File: src/rtl/wpc_pkg.sv
package wpc_pkg;

  typedef enum logic [1:0] {
    PEND_NONE = 2'd0,
    PEND_SR   = 2'd1,
    PEND_MEM  = 2'd2
  } pend_e;

  localparam int SR_W       = 8;
  localparam int SR_PEN_BIT = 7;
  localparam int SR_BP_HI   = 3;
  localparam int SR_BP_LO   = 2;

  typedef struct packed {
    logic       penable;
    logic [1:0] bp;
  } sr_nv_t;

  function automatic sr_nv_t nv_from_byte(input logic [SR_W-1:0] b);
    sr_nv_t r;
    r.penable = b[SR_PEN_BIT];
    r.bp      = b[SR_BP_HI:SR_BP_LO];
    return r;
  endfunction

  function automatic logic [SR_W-1:0] pack_status(input sr_nv_t nv,
                                                  input logic wel,
                                                  input logic busy);
    return {nv.penable, 3'b000, nv.bp, wel, busy};
  endfunction

endpackage

File: src/rtl/wpc_bp_check.sv
module wpc_bp_check #(
  parameter int ADDR_W = 13
) (
  input  logic [1:0]        bp,
  input  logic [ADDR_W-1:0] addr,
  output logic              blocked
);
  generate
    if (ADDR_W >= 2) begin : g_split
      logic [1:0] top2;
      assign top2 = addr[ADDR_W-1 -: 2];
      always_comb begin
        unique case (bp)
          2'b00:   blocked = 1'b0;
          2'b01:   blocked = (top2 == 2'b11);
          2'b10:   blocked = top2[1];
          default: blocked = 1'b1;
        endcase
      end
    end else begin : g_tiny
      logic unused_addr;
      assign unused_addr = ^addr;
      assign blocked     = (bp != 2'b00);
    end
  endgenerate
endmodule

File: src/rtl/wpc_gate.sv
module wpc_gate (
  input  logic cmd_wren,
  input  logic cmd_wrdi,
  input  logic cmd_wrsr,
  input  logic cmd_mwr,
  input  logic busy,
  input  logic wel,
  input  logic hw_lock,
  input  logic mem_blocked,
  output logic wren_ok,
  output logic wrdi_ok,
  output logic sr_ok,
  output logic sr_rej,
  output logic mem_ok,
  output logic mem_rej
);
  logic sr_fail, mem_fail;

  always_comb begin
    sr_fail  = busy | ~wel | hw_lock;
    mem_fail = busy | ~wel | mem_blocked;
    wren_ok  = cmd_wren & ~busy;
    wrdi_ok  = cmd_wrdi & ~busy;
    sr_ok    = cmd_wrsr & ~sr_fail;
    sr_rej   = cmd_wrsr &  sr_fail;
    mem_ok   = cmd_mwr  & ~mem_fail;
    mem_rej  = cmd_mwr  &  mem_fail;
  end
endmodule

File: src/rtl/wpc_wel.sv
module wpc_wel (
  input  logic clk,
  input  logic rst_n,
  input  logic set_i,
  input  logic clr_i,
  output logic wel_o
);
  always_ff @(posedge clk or negedge rst_n) begin
    if (!rst_n)     wel_o <= 1'b0;
    else if (clr_i) wel_o <= 1'b0;
    else if (set_i) wel_o <= 1'b1;
  end
endmodule

File: src/rtl/wpc_cycle.sv
module wpc_cycle
  import wpc_pkg::*;
(
  input  logic   clk,
  input  logic   rst_n,
  input  logic   load_sr,
  input  logic   load_mem,
  input  sr_nv_t sr_data,
  input  logic   abort_i,
  input  logic   commit_i,
  input  logic   done_i,
  output logic   busy_o,
  output logic   sr_go_o,
  output logic   mem_go_o,
  output logic   cancel_o,
  output logic   apply_o,
  output sr_nv_t stage_o
);
  pend_e pend_q;
  pend_e kind_q;

  assign cancel_o = (pend_q == PEND_SR) & abort_i;
  assign apply_o  = done_i & busy_o & (kind_q == PEND_SR);

  always_ff @(posedge clk or negedge rst_n) begin
    if (!rst_n) begin
      pend_q   <= PEND_NONE;
      kind_q   <= PEND_NONE;
      busy_o   <= 1'b0;
      sr_go_o  <= 1'b0;
      mem_go_o <= 1'b0;
      stage_o  <= '0;
    end else begin
      sr_go_o  <= 1'b0;
      mem_go_o <= 1'b0;
      if (commit_i) begin
        if (pend_q != PEND_NONE) begin
          busy_o   <= 1'b1;
          kind_q   <= pend_q;
          sr_go_o  <= (pend_q == PEND_SR);
          mem_go_o <= (pend_q == PEND_MEM);
        end
        pend_q <= PEND_NONE;
      end else if (cancel_o) begin
        pend_q <= PEND_NONE;
      end else if (load_sr) begin
        pend_q  <= PEND_SR;
        stage_o <= sr_data;
      end else if (load_mem) begin
        pend_q <= PEND_MEM;
      end
      if (done_i && busy_o) begin
        busy_o <= 1'b0;
        kind_q <= PEND_NONE;
      end
    end
  end
endmodule

File: src/rtl/eeprom_wp_ctrl.sv
module eeprom_wp_ctrl
  import wpc_pkg::*;
#(
  parameter int ADDR_W = 13
) (
  input  logic              clk,
  input  logic              rst_n,
  input  logic              cs_n,
  input  logic              wp_level,
  input  logic              cmd_wren,
  input  logic              cmd_wrdi,
  input  logic              cmd_wrsr,
  input  logic [SR_W-1:0]   wrsr_data,
  input  logic              cmd_mwr,
  input  logic [ADDR_W-1:0] mwr_addr,
  input  logic              cyc_done,
  output logic [SR_W-1:0]   status_o,
  output logic              sr_grant,
  output logic              sr_inhibit,
  output logic              mem_grant,
  output logic              mem_inhibit
);
  logic   cs_q, wp_q, cs_rise, wp_fall;
  sr_nv_t nv_q, stage;
  logic   wel, busy, hw_lock, blocked, abort;
  logic   wren_ok, wrdi_ok, sr_ok, sr_rej, mem_ok, mem_rej;
  logic   cancel, apply;
  logic   unused_bits;

  assign unused_bits = ^{wrsr_data[6:4], wrsr_data[1:0]};

  always_ff @(posedge clk or negedge rst_n) begin
    if (!rst_n) begin
      cs_q <= 1'b1;
      wp_q <= 1'b1;
    end else begin
      cs_q <= cs_n;
      wp_q <= wp_level;
    end
  end

  assign cs_rise = cs_n & ~cs_q;
  assign wp_fall = ~wp_level & wp_q;
  assign hw_lock = nv_q.penable & ~wp_level;
  assign abort   = wp_fall & nv_q.penable & ~cs_n;

  wpc_bp_check #(.ADDR_W(ADDR_W)) u_bp (
    .bp      (nv_q.bp),
    .addr    (mwr_addr),
    .blocked (blocked)
  );

  wpc_gate u_gate (
    .cmd_wren    (cmd_wren),
    .cmd_wrdi    (cmd_wrdi),
    .cmd_wrsr    (cmd_wrsr),
    .cmd_mwr     (cmd_mwr),
    .busy        (busy),
    .wel         (wel),
    .hw_lock     (hw_lock),
    .mem_blocked (blocked),
    .wren_ok     (wren_ok),
    .wrdi_ok     (wrdi_ok),
    .sr_ok       (sr_ok),
    .sr_rej      (sr_rej),
    .mem_ok      (mem_ok),
    .mem_rej     (mem_rej)
  );

  wpc_wel u_wel (
    .clk   (clk),
    .rst_n (rst_n),
    .set_i (wren_ok),
    .clr_i (wrdi_ok | (cyc_done & busy)),
    .wel_o (wel)
  );

  wpc_cycle u_cyc (
    .clk      (clk),
    .rst_n    (rst_n),
    .load_sr  (sr_ok),
    .load_mem (mem_ok),
    .sr_data  (nv_from_byte(wrsr_data)),
    .abort_i  (abort),
    .commit_i (cs_rise),
    .done_i   (cyc_done),
    .busy_o   (busy),
    .sr_go_o  (sr_grant),
    .mem_go_o (mem_grant),
    .cancel_o (cancel),
    .apply_o  (apply),
    .stage_o  (stage)
  );

  always_ff @(posedge clk or negedge rst_n) begin
    if (!rst_n) begin
      nv_q        <= '0;
      sr_inhibit  <= 1'b0;
      mem_inhibit <= 1'b0;
    end else begin
      if (apply) nv_q <= stage;
      sr_inhibit  <= sr_rej | cancel;
      mem_inhibit <= mem_rej;
    end
  end

  assign status_o = pack_status(nv_q, wel, busy);
endmodule

File: config.mk
export PLATFORM = sky130hd
export DESIGN_NAME = eeprom_wp_ctrl
export DESIGN_NICKNAME = d
export VERILOG_FILES = /design/src/rtl/wpc_pkg.sv /design/src/rtl/wpc_bp_check.sv /design/src/rtl/wpc_gate.sv /design/src/rtl/wpc_wel.sv /design/src/rtl/wpc_cycle.sv /design/src/rtl/eeprom_wp_ctrl.sv
export SDC_FILE = /design/constraint.sdc
export NUM_CORES = 1
export LEC_CHECK = 0
export CAP_MARGIN = 20
export CORE_MARGIN = 2
export CORE_UTILIZATION = 40
export CTS_BUF_LIST = sky130_fd_sc_hd__clkbuf_8
export DETAILED_ROUTE_END_ITERATION = 8
export GPL_TIMING_DRIVEN = 1
export PLACE_DENSITY = 0.83
export SLEW_MARGIN = 20
export SYNTH_ARGS = -nofsm -noshare
export SYNTH_HDL_FRONTEND = slang
export SYNTH_SLANG_ARGS = --single-unit
File: constraint.sdc
create_clock -name clk -period 1.7 [get_ports clk]
set_clock_uncertainty 0.15 [all_clocks]
set_input_delay 0.34 -clock clk [delete_from_list [all_inputs] [get_ports clk]]
set_output_delay 0.34 -clock clk [all_outputs]
set_load 0.05 [all_outputs]
==> impl_metrics.csv, run 1 <==
group,metric,value,unit
outcome,status,"completed",
synth,synth_top_family_by_area,"simple AND/OR/NAND/NOR gates",
worst_setup_path,cpLargestDelayFamily,"buffers and inverters",
power_and_ir_drop,p_leak,0.5475,nW
detailed_routing,antenna_left,0,
worst_setup_path,cp-start-kind,"primary input",
final_layout,layout_commonest_cell,"dfrtp_1",
synth,synthArstFlopShare,100.0,%
synth,synth.mux.area_fraction,10.66,%
detailed_routing,drt-pass1-iter-count,4,
timing,setup_tns,0,ns
final_layout,final_nets,124,
detailed_routing,vias,596,
worst_setup_path,required,1.74,ns
synth,ys_seq_elements,18,
timing,fmax,665.7,MHz
worst_setup_path,crit_buf_inv,2,
synth,synth_adder_area_share,0,%
clocking,insertion_delay,0.25,ns
clocking,htreeDepth,1,
final_layout,stdcell_area,1224,µm²
power_and_ir_drop,max-vdd-ir-drop,0.8036,mV
final_layout,n_antenna_cell,0,
synth,synth.avg_cell_area,12.82,µm²
detailed_routing,drc,0,
timing,fin_crit_sh,88.36,%
clocking,clockRootBuffer,"clkbuf_8",
placement,dpl_cell_area,1169,µm²
floorplan,coreArea,1962,µm²
clocking,cts_resized,0,
timing,timing_hold_violations_final,0,
global_route,grt_pass1_vias,584,
floorplan,fp-row-count,16,
floorplan,die_w,49.64,µm
worst_setup_path,cp_cell_sequence,"clkdlybuf4s50_1 > or2b_4 > buf_4 > nor4_1 > a21o_1",
clocking,cts.sinks,18,
synth,synth-simple-area-share,15.62,%
clocking,postCtsSetupRepairBufs,0,
synth,ys_seq_area_share,54.35,%
clocking,postCtsHoldBufs,0,
timing,setup_violations,0,
floorplan,start_util,42.47,%
detailed_routing,wl,1483,µm
final_layout,instances_no_fill,120,
final_layout,post_route_cells_drive_above_1_share,35.48,%
worst_setup_path,cpPeakStageDelay,0.42,ns
worst_setup_path,crit_fanout,4,
global_route,antenna_found_initial,0,
timing,rsz0062_at_grt,"no",
global_route,grt_pass1_wl,2490,µm
synth,synth-xor-area-share,0,%
global_route,grt_use_total,13.76,%
synth,yosys_most_used_dff,"dfrtp_1",
synth,syn_area,833.3,µm²
clocking,clk_pin_slew,0.07,ns
clocking,tritoncts,"yes",
detailed_routing,via_per_inst,4.967,
placement,port_buffers,22,
placement,placed_cells,116,
synth,synth_compound_area_share,11.71,%
final_layout,layout_common_cells,"dfrtp_1 (16), clkdlybuf4s50_1 (13), buf_12 (8)",
final_layout,nFillCells,168,
worst_hold_path,hp-class,"primary input to asynchronous set/reset pin",
run,maxCapViolCount,0,
global_route,overflow,0,
synth,synthCells,65,
floorplan,io_pins,42,
power_and_ir_drop,power.density,1415,nW/µm²
placement,dp_hpwl,1176,µm
worst_setup_path,arrival,1.54,ns
worst_setup_path,worst_setup_path_end_kind,"flop",
floorplan,die_y,49.64,µm
worst_setup_path,crit_type,"primary input to flop",
global_route,grt_start_max_net_pins,19,
timing,maxSlewViolCount,0,
clocking,cts_buffers,3,
final_layout,area_growth,46.85,%
synth,synth_edf_count,0,
worst_setup_path,cpMaxStageDelayCell,"clkdlybuf4s50_1",
synth,yosysUniqueCellTypes,31,
clocking,cts_buffer_depth,2,
timing,finalCriticalPeriod,1.502,ns
floorplan,die_area,2464,µm²
detailed_routing,wl_per_cell,12.36,µm
detailed_routing,first_iter_violations,8,
synth,yosys_warnings,0,
placement,gp_congestion,0.7840,
## cell type report
class	count	area, µm²	area share [%]
multi-input combinational	40	327.8	26.79
inverter	3	11.26	0.9202
timing repair buffer	28	342.8	28.02
tap	27	33.78	2.761
clock buffer	4	55.05	4.499
sequential	18	452.9	37.01
## cell usage after synthesis, drive strengths merged (2+ instances only)
cell type	number	area share, %
nand2b	2	1.8
a21oi	2	1.2
a22oi	2	1.8
nand3b	2	1.8
nand3	2	1.2
dfrtp	16	48
inv	3	1.4
o21ai	3	1.8
mux2	6	9.5
buf	6	5.9
dfstp	2	6.3
nor2	3	1.4
nor2b	2	2.4
## state kept, by name, summed over array words and instances, names as in the netlist
signal,flops
u_cyc.pend_q,2
wp_q,1
u_cyc.kind_q,2
u_cyc.sr_go_o,1
status_o,3
cs_q,1
u_cyc.stage_o,3
u_cyc.mem_go_o,1
mem_inhibit,1
u_cyc.busy_o,1
sr_inhibit,1
u_wel.wel_o,1
## per-layer routing
metal	vias to the layer above	global-route usage, %	routed length, µm
met5	-	0	0
met2	24	22.44	684
met4	0	9.722	36
met3	4	3.636	128
met1	287	15.49	634
li1	281	-	-
## worst paths after layout
check	slack, ns	depth (start not counted)	end	start
min in group clk	0.34	1	u_cyc.mem_go_o$_DFF_PN0_	u_cyc.pend_q[0]$_DFFE_PN0P_
worst max-delay path	0.20	5	sr_inhibit$_DFF_PN0_	wp_level
worst min-delay path	0.27	2	sr_inhibit$_DFF_PN0_	rst_n
worst max register to register	0.26	3	u_cyc.stage_o[0]$_DFFE_PN0P_	u_cyc.busy_o$_DFFE_PN0P_
worst min register to register	0.34	1	u_cyc.mem_go_o$_DFF_PN0_	u_cyc.pend_q[0]$_DFFE_PN0P_
max in group asynchronous	0.88	2	wp_q$_DFF_PN1_	rst_n
## metrics by stage
step	total power [W]	setup slack, ns	hold WS [ns]	utilization [%]
floorplan	0.001096	0.05293	-0.1056	-
global placement	0.001383	-0.04947	0.3388	59.57
detailed placement	0.001401	-0.06674	0.3320	59.57
CTS	0.001746	0.1860	0.2850	62.37
global route	0.001823	0.05414	0.2853	62.37
finish	0.001732	0.1978	0.2705	62.37
## logic make-up after synthesis
| family | after synthesis |
|---|---|
| other cells | 1 |
| flops | 18 |
| buf+inv | 9 |
| compound gates | 13 |
| mux | 7 |
| simple gates | 17 |
## where the power goes
part           switching [W]  total (W)  internal, W
registers           0.000116   0.000672     0.000556
clock network       0.000136   0.000341     0.000205
logic               0.000340   0.000718     0.000378
total               0.000592    0.00173      0.00114
(Power assumes the default switching activity.)
==> inputs of run 2 (changes only) <==
--- a/config.mk
+++ b/config.mk
@@ -6,7 +6,7 @@
 export NUM_CORES = 1
 export LEC_CHECK = 0
 export CAP_MARGIN = 20
-export CORE_MARGIN = 2
+export CORE_MARGIN = 5
 export CORE_UTILIZATION = 40
 export CTS_BUF_LIST = sky130_fd_sc_hd__clkbuf_8
 export DETAILED_ROUTE_END_ITERATION = 8
==> impl_metrics.csv, run 2 (same netlist as run 1, synthesis figures left out) <==
group,metric,value,unit
detailed_routing,wl_per_cell,12.83,µm
global_route,grt_busiest_layer,"met2",
detailed_routing,drt-pass1-iter-count,3,
floorplan,die_y,55.64,µm
global_route,grt_use_met1,12.19,%
floorplan,coreArea,1982,µm²
final_layout,n_antenna_cell,0,
worst_setup_path,crit_type,"flop to output port",
timing,hold_slack,0.2690,ns
clocking,htreeDepth,1,
clocking,clockRootBuffer,"clkbuf_8",
clocking,tritoncts,"yes",
worst_setup_path,cpPeakStageDelay,0.48,ns
power_and_ir_drop,power.density,1384,nW/µm²
outcome,status,"completed",
clocking,clk_pin_slew,0.06,ns
worst_hold_path,hp-class,"primary input to asynchronous set/reset pin",
worst_setup_path,arrival,1.04,ns
global_route,overflow,0,
power_and_ir_drop,p_leak,0.5508,nW
global_route,grt_use_met3,3.712,%
detailed_routing,wl,1540,µm
timing,maxSlewViolCount,0,
final_layout,final_nets,124,
final_layout,area_growth,47.15,%
worst_setup_path,cpMaxStageDelayCell,"dfrtp_1",
global_route,antenna_found_initial,0,
clocking,cts_buffer_depth,2,
global_route,grt_pass1_vias,648,
placement,gp_congestion,0.7916,
global_route,grt_start_max_net_pins,19,
clocking,postCtsHoldBufs,0,
worst_setup_path,cp-start-kind,"flop",
worst_setup_path,worst_setup_path_end_kind,"output port",
power_and_ir_drop,max-vdd-ir-drop,0.8569,mV
detailed_routing,drc,0,
detailed_routing,via_per_inst,4.933,
timing,fin_crit_sh,90.23,%
timing,finalCriticalPeriod,1.534,ns
placement,dp_hpwl,1272,µm
global_route,grt_use_total,11.33,%
placement,port_buffers,22,
power_and_ir_drop,report.power.total,0.001697,W
floorplan,die_area,3096,µm²
worst_setup_path,required,1.21,ns
detailed_routing,vias,592,
timing,timing_hold_violations_final,0,
timing,fmax,651.9,MHz
clocking,insertion_delay,0.25,ns
clocking,cts.sinks,18,
final_layout,nFillCells,159,
global_route,gr-usage-met2,19.93,%
detailed_routing,first_iter_violations,5,
floorplan,io_pins,42,
clocking,postCtsSetupRepairBufs,0,
worst_setup_path,crit_fanout,6,
final_layout,post_route_cells_drive_above_1_share,34.41,%
run,maxCapViolCount,0,
worst_setup_path,cp_cell_sequence,"buf_4 > buf_12",
floorplan,fp-row-count,16,
global_route,grt_pass1_wl,2787,µm
clocking,cts_resized,0,
floorplan,die_w,55.64,µm
final_layout,layout_commonest_cell,"dfrtp_1",
floorplan,start_util,42.05,%
final_layout,layout_common_cells,"dfrtp_1 (16), clkdlybuf4s50_1 (13), buf_12 (9)",
timing,setup_tns,0,ns
detailed_routing,antenna_left,0,
timing,setup_violations,0,
clocking,cts_buffers,3,
timing,rsz0062_at_grt,"no",
==> run 2: changes by cell type in the layout (fill, tap and decap cells not counted) <==
cell      delta
buf_4        -1
buf_12       +1
inv_1        +1
clkbuf_8     -1
==> run 2: final timing paths <==
check / from / to / slack, ns / cells past startpoint
max in group asynchronous: rst_n / wp_q$_DFF_PN1_ / 0.88 / 2
min in group clk: u_cyc.stage_o[0]$_DFFE_PN0P_ / u_cyc.stage_o[0]$_DFFE_PN0P_ / 0.36 / 1
min reg2reg: u_cyc.stage_o[0]$_DFFE_PN0P_ / u_cyc.stage_o[0]$_DFFE_PN0P_ / 0.36 / 1
max reg2reg: status_o[7]$_DFFE_PN0P_ / u_cyc.pend_q[1]$_DFFE_PN0P_ / 0.28 / 3
min: rst_n / u_cyc.busy_o$_DFFE_PN0P_ / 0.27 / 2
max: u_cyc.busy_o$_DFFE_PN0P_ / status_o[0] / 0.17 / 2
==> run 2: where the power goes <==
part / total [W] / switching (W) / internal, W
Sequential: 0.000669 / 0.000112 / 0.000557
Combinational: 0.000737 / 0.000344 / 0.000393
Clock: 0.000290 / 0.000130 / 0.000160
Total: 0.00170 / 0.000587 / 0.00111
==> run 2: per-stage QoR <==
stage                     utilization [%]  instances  setup slack [ns]  area, µm²
after CTS                           61.87        120            0.1480       1226
final                               61.87        120            0.1660       1226
after floorplan                         -         67           0.05293      840.8
after global placement              59.60        116          -0.05474       1181
after global routing                61.87        120           0.09463       1226
after detailed placement            59.60        116          -0.07157       1181
==> run 2: area by class of cell <==
| type | instances | area, µm² | area share (%) |
|---|---|---|---|
| timing repair buffer | 28 | 355.3 | 28.98 |
| inverter | 3 | 11.26 | 0.9184 |
| clock buffer | 3 | 41.29 | 3.367 |
| tap | 27 | 33.78 | 2.755 |
| multi-input combinational | 40 | 327.8 | 26.73 |
| sequential | 18 | 452.9 | 36.94 |
| clock inverter | 1 | 3.754 | 0.3061 |
==> run 2: critical path, delay by kind of cell, from the launching register on <==
family	cells	cell delay, ns
buffers and inverters	2	0.31
DFF	1	0.48
==> run 2: metal layers <==
metal	wire (µm)	share of wire, %	up-vias
li1	-	-	283
met1	606	39	288
met2	807	52	19
met3	103	6.7	2
met4	23	1.5	0
met5	0	0	-
==> inputs of run 3 (changes only) <==
--- a/config.mk
+++ b/config.mk
@@ -5,13 +5,14 @@
 export SDC_FILE = /design/constraint.sdc
 export NUM_CORES = 1
 export LEC_CHECK = 0
+export ABC_AREA = 1
 export CAP_MARGIN = 20
 export CORE_MARGIN = 5
 export CORE_UTILIZATION = 40
 export CTS_BUF_LIST = sky130_fd_sc_hd__clkbuf_8
 export DETAILED_ROUTE_END_ITERATION = 8
 export GPL_TIMING_DRIVEN = 1
-export PLACE_DENSITY = 0.83
+export PLACE_DENSITY = 0.84
 export SLEW_MARGIN = 20
 export SYNTH_ARGS = -nofsm -noshare
 export SYNTH_HDL_FRONTEND = slang
==> impl_metrics.csv, run 3 <==
group,metric,value,unit
outcome,status,"completed",
global_route,overflow,0,
synth,synthCells,87,
synth,yosys_most_used_dff,"dfrtp_1",
final_layout,n_antenna_cell,0,
synth,synth_top_area_share,49.54,%
synth,ys_seq_elements,18,
floorplan,die_y,54.95,µm
clocking,clockRootBuffer,"clkbuf_8",
clocking,cts.sinks,18,
timing,finalCriticalPeriod,1.410,ns
floorplan,io_pins,42,
floorplan,start_util,41.62,%
worst_setup_path,rrSetupSlack,0.45,ns
synth,ys_seq_area_share,56.04,%
floorplan,fp-row-count,16,
final_layout,layout_common_cells,"nand2_1 (16), dfrtp_1 (16), inv_1 (15)",
power_and_ir_drop,power.density,1581,nW/µm²
detailed_routing,antenna_left,0,
global_route,antenna_found_initial,0,
worst_setup_path,crit_type,"flop to output port",
power_and_ir_drop,pwr-share-comb,43.8,%
floorplan,die_area,3020,µm²
worst_setup_path,cpMaxStageDelayCell,"dfrtp_1",
worst_setup_path,arrival,0.92,ns
detailed_routing,drt-pass1-iter-count,3,
global_route,grt_pass1_vias,609,
placement,port_buffers,22,
synth,yosysUniqueCellTypes,20,
floorplan,die_w,54.95,µm
power_and_ir_drop,p_seq_share,37.4,%
worst_setup_path,cpLargestDelayFamily,"flip-flops",
synth,synthArstFlopShare,100.0,%
power_and_ir_drop,internal_power,0.001148,W
timing,timing_hold_violations_final,0,
clocking,postCtsSetupRepairBufs,0,
clocking,cts_buffers,3,
worst_setup_path,cp-start-kind,"flop",
worst_setup_path,worst_setup_path_end_kind,"output port",
global_route,grt_pass1_wl,2628,µm
final_layout,final_nets,142,
worst_setup_path,rr_worst_depth,4,
power_and_ir_drop,p_leak,0.5972,nW
global_route,grt_busiest_layer,"met2",
timing,fmax,709.2,MHz
detailed_routing,via_per_inst,4.341,
synth,synthTopCellsByArea,"dfrtp_1 (50%), nand2_1 (7.4%), inv_1 (7.0%)",
clocking,htreeDepth,1,
detailed_routing,wl_per_cell,10.68,µm
worst_setup_path,cpPeakStageDelay,0.49,ns
synth,syn_area,808.3,µm²
worst_setup_path,crit_fanout,4,
final_layout,post_route_cells_drive_above_1_share,19.82,%
power_and_ir_drop,p_switching,0.0007258,W
synth,yosysTopAreaCell,"dfrtp_1",
global_route,gr-usage-met2,20.08,%
detailed_routing,first_iter_violations,7,
power_and_ir_drop,clkPwrFrac,18.8,%
worst_setup_path,required,1.21,ns
power_and_ir_drop,swShare,38.74,%
synth,yosys-top-cells-count,"dfrtp_1 (16), nand2_1 (16), inv_1 (15), nor2_1 (7)",
power_and_ir_drop,report.power.total,0.001873,W
detailed_routing,wl,1474,µm
timing,setup_tns,0,ns
worst_setup_path,endpoint,"status_o[0]",
worst_hold_path,hp-class,"primary input to asynchronous set/reset pin",
worst_setup_path,cp.depth,1,
clocking,postCtsHoldBufs,0,
timing,setup_violations,0,
worst_setup_path,crit_start,"u_cyc.busy_o$_DFFE_PN0P_",
clocking,clk_pin_slew,0.07,ns
final_layout,nFillCells,187,
placement,gp_congestion,0.7439,
global_route,grt_use_total,12.71,%
run,maxCapViolCount,0,
worst_setup_path,rr_endpoint,"u_cyc.pend_q[0]$_DFFE_PN0P_",
clocking,cts_resized,0,
power_and_ir_drop,max-vdd-ir-drop,0.9137,mV
floorplan,coreArea,1942,µm²
worst_setup_path,cp_cell_sequence,"buf_12",
worst_setup_path,rr_startpoint,"status_o[2]$_DFFE_PN0P_",
detailed_routing,vias,599,
global_route,grt_use_met1,15.33,%
clocking,insertion_delay,0.25,ns
synth,yosys_warnings,0,
synth,synth_edf_count,0,
timing,rsz0062_at_grt,"no",
worst_setup_path,crit_buf_inv,1,
timing,fin_crit_sh,82.94,%
final_layout,area_growth,46.59,%
placement,dp_hpwl,1193,µm
detailed_routing,drc,0,
global_route,grt_use_met3,3.753,%
synth,synth.avg_cell_area,9.291,µm²
timing,maxSlewViolCount,0,
final_layout,fin_util,61.02,%
clocking,tritoncts,"yes",
clocking,cts_buffer_depth,2,
global_route,grt_start_max_net_pins,19,
==> run 3: cell count changes in the layout (fill, tap and decap cells not counted), sizes merged, moves of 3 or more <==
cell   before  now
buf        15   10
a21oi       2    5
inv         4   15
mux2        6    0
o21ai       3    6
nand2       1   17
nor2        3    9
==> run 3: cell families after synthesis <==
kind of cell	Yosys count	share of synthesized area, %
buf+inv	21	12.23
flops	18	56.04
simple gates	33	21.98
other cells	1	0.4640
compound gates	14	9.286
==> run 3: area by class of cell <==
type	count	area, µm²	area share, %
Sequential cell	18	452.9	38.23
Timing Repair Buffer	23	317.8	26.82
Multi-Input combinational cell	50	264.0	22.28
Inverter	16	61.31	5.174
Clock buffer	4	55.05	4.646
Tap cell	27	33.78	2.851
==> run 3: power groups by stage <==
| stage | Combinational, W | Clock, W | Sequential, W |
|---|---|---|---|
| 2_1_floorplan | 0.000370 | 0 | 0.000805 |
| 3_3_place_gp | 0.000815 | 0 | 0.000701 |
| 3_5_place_dp | 0.000835 | 0 | 0.000710 |
| 4_1_cts | 0.000836 | 0.000359 | 0.000704 |
| 5_1_grt | 0.000892 | 0.000370 | 0.000725 |
| 6_report | 0.000821 | 0.000351 | 0.000701 |
==> run 3: stage by stage <==
stage	hold WS, ns	instance area [µm²]	worst slack (ns)	instances
after global placement	0.2884	1130	0.1177	134
after detailed placement	0.2935	1130	0.08576	134
after global routing	0.3082	1185	0.2308	138
after CTS	0.2762	1185	0.2711	138
after floorplan	-0.1056	815.8	0.3365	89
final	0.2625	1185	0.2900	138
==> run 3: routing by layer <==
| metal | vias to the layer above | share of wire [%] |
|---|---|---|
| li1 | 312 | - |
| met1 | 263 | 43 |
| met2 | 21 | 47 |
| met3 | 3 | 8.1 |
| met4 | 0 | 2.1 |
| met5 | - | 0 |
==> run 3: worst min-delay path by stage <==
| stage | startpoint | to | slack [ns] | depth (start not counted) |
|---|---|---|---|---|
| floorplan | rst_n | mem_inhibit$_DFF_PN0_ | -0.11 | 0 |
| global placement | u_cyc.pend_q[0]$_DFFE_PN0P_ | u_cyc.mem_go_o$_DFF_PN0_ | 0.29 | 1 |
| detailed placement | u_cyc.pend_q[0]$_DFFE_PN0P_ | u_cyc.mem_go_o$_DFF_PN0_ | 0.29 | 1 |
| CTS | rst_n | u_wel.wel_o$_DFFE_PN0P_ | 0.28 | 2 |
| global route | rst_n | u_cyc.sr_go_o$_DFF_PN0_ | 0.31 | 2 |
| finish | rst_n | u_cyc.pend_q[0]$_DFFE_PN0P_ | 0.26 | 2 |
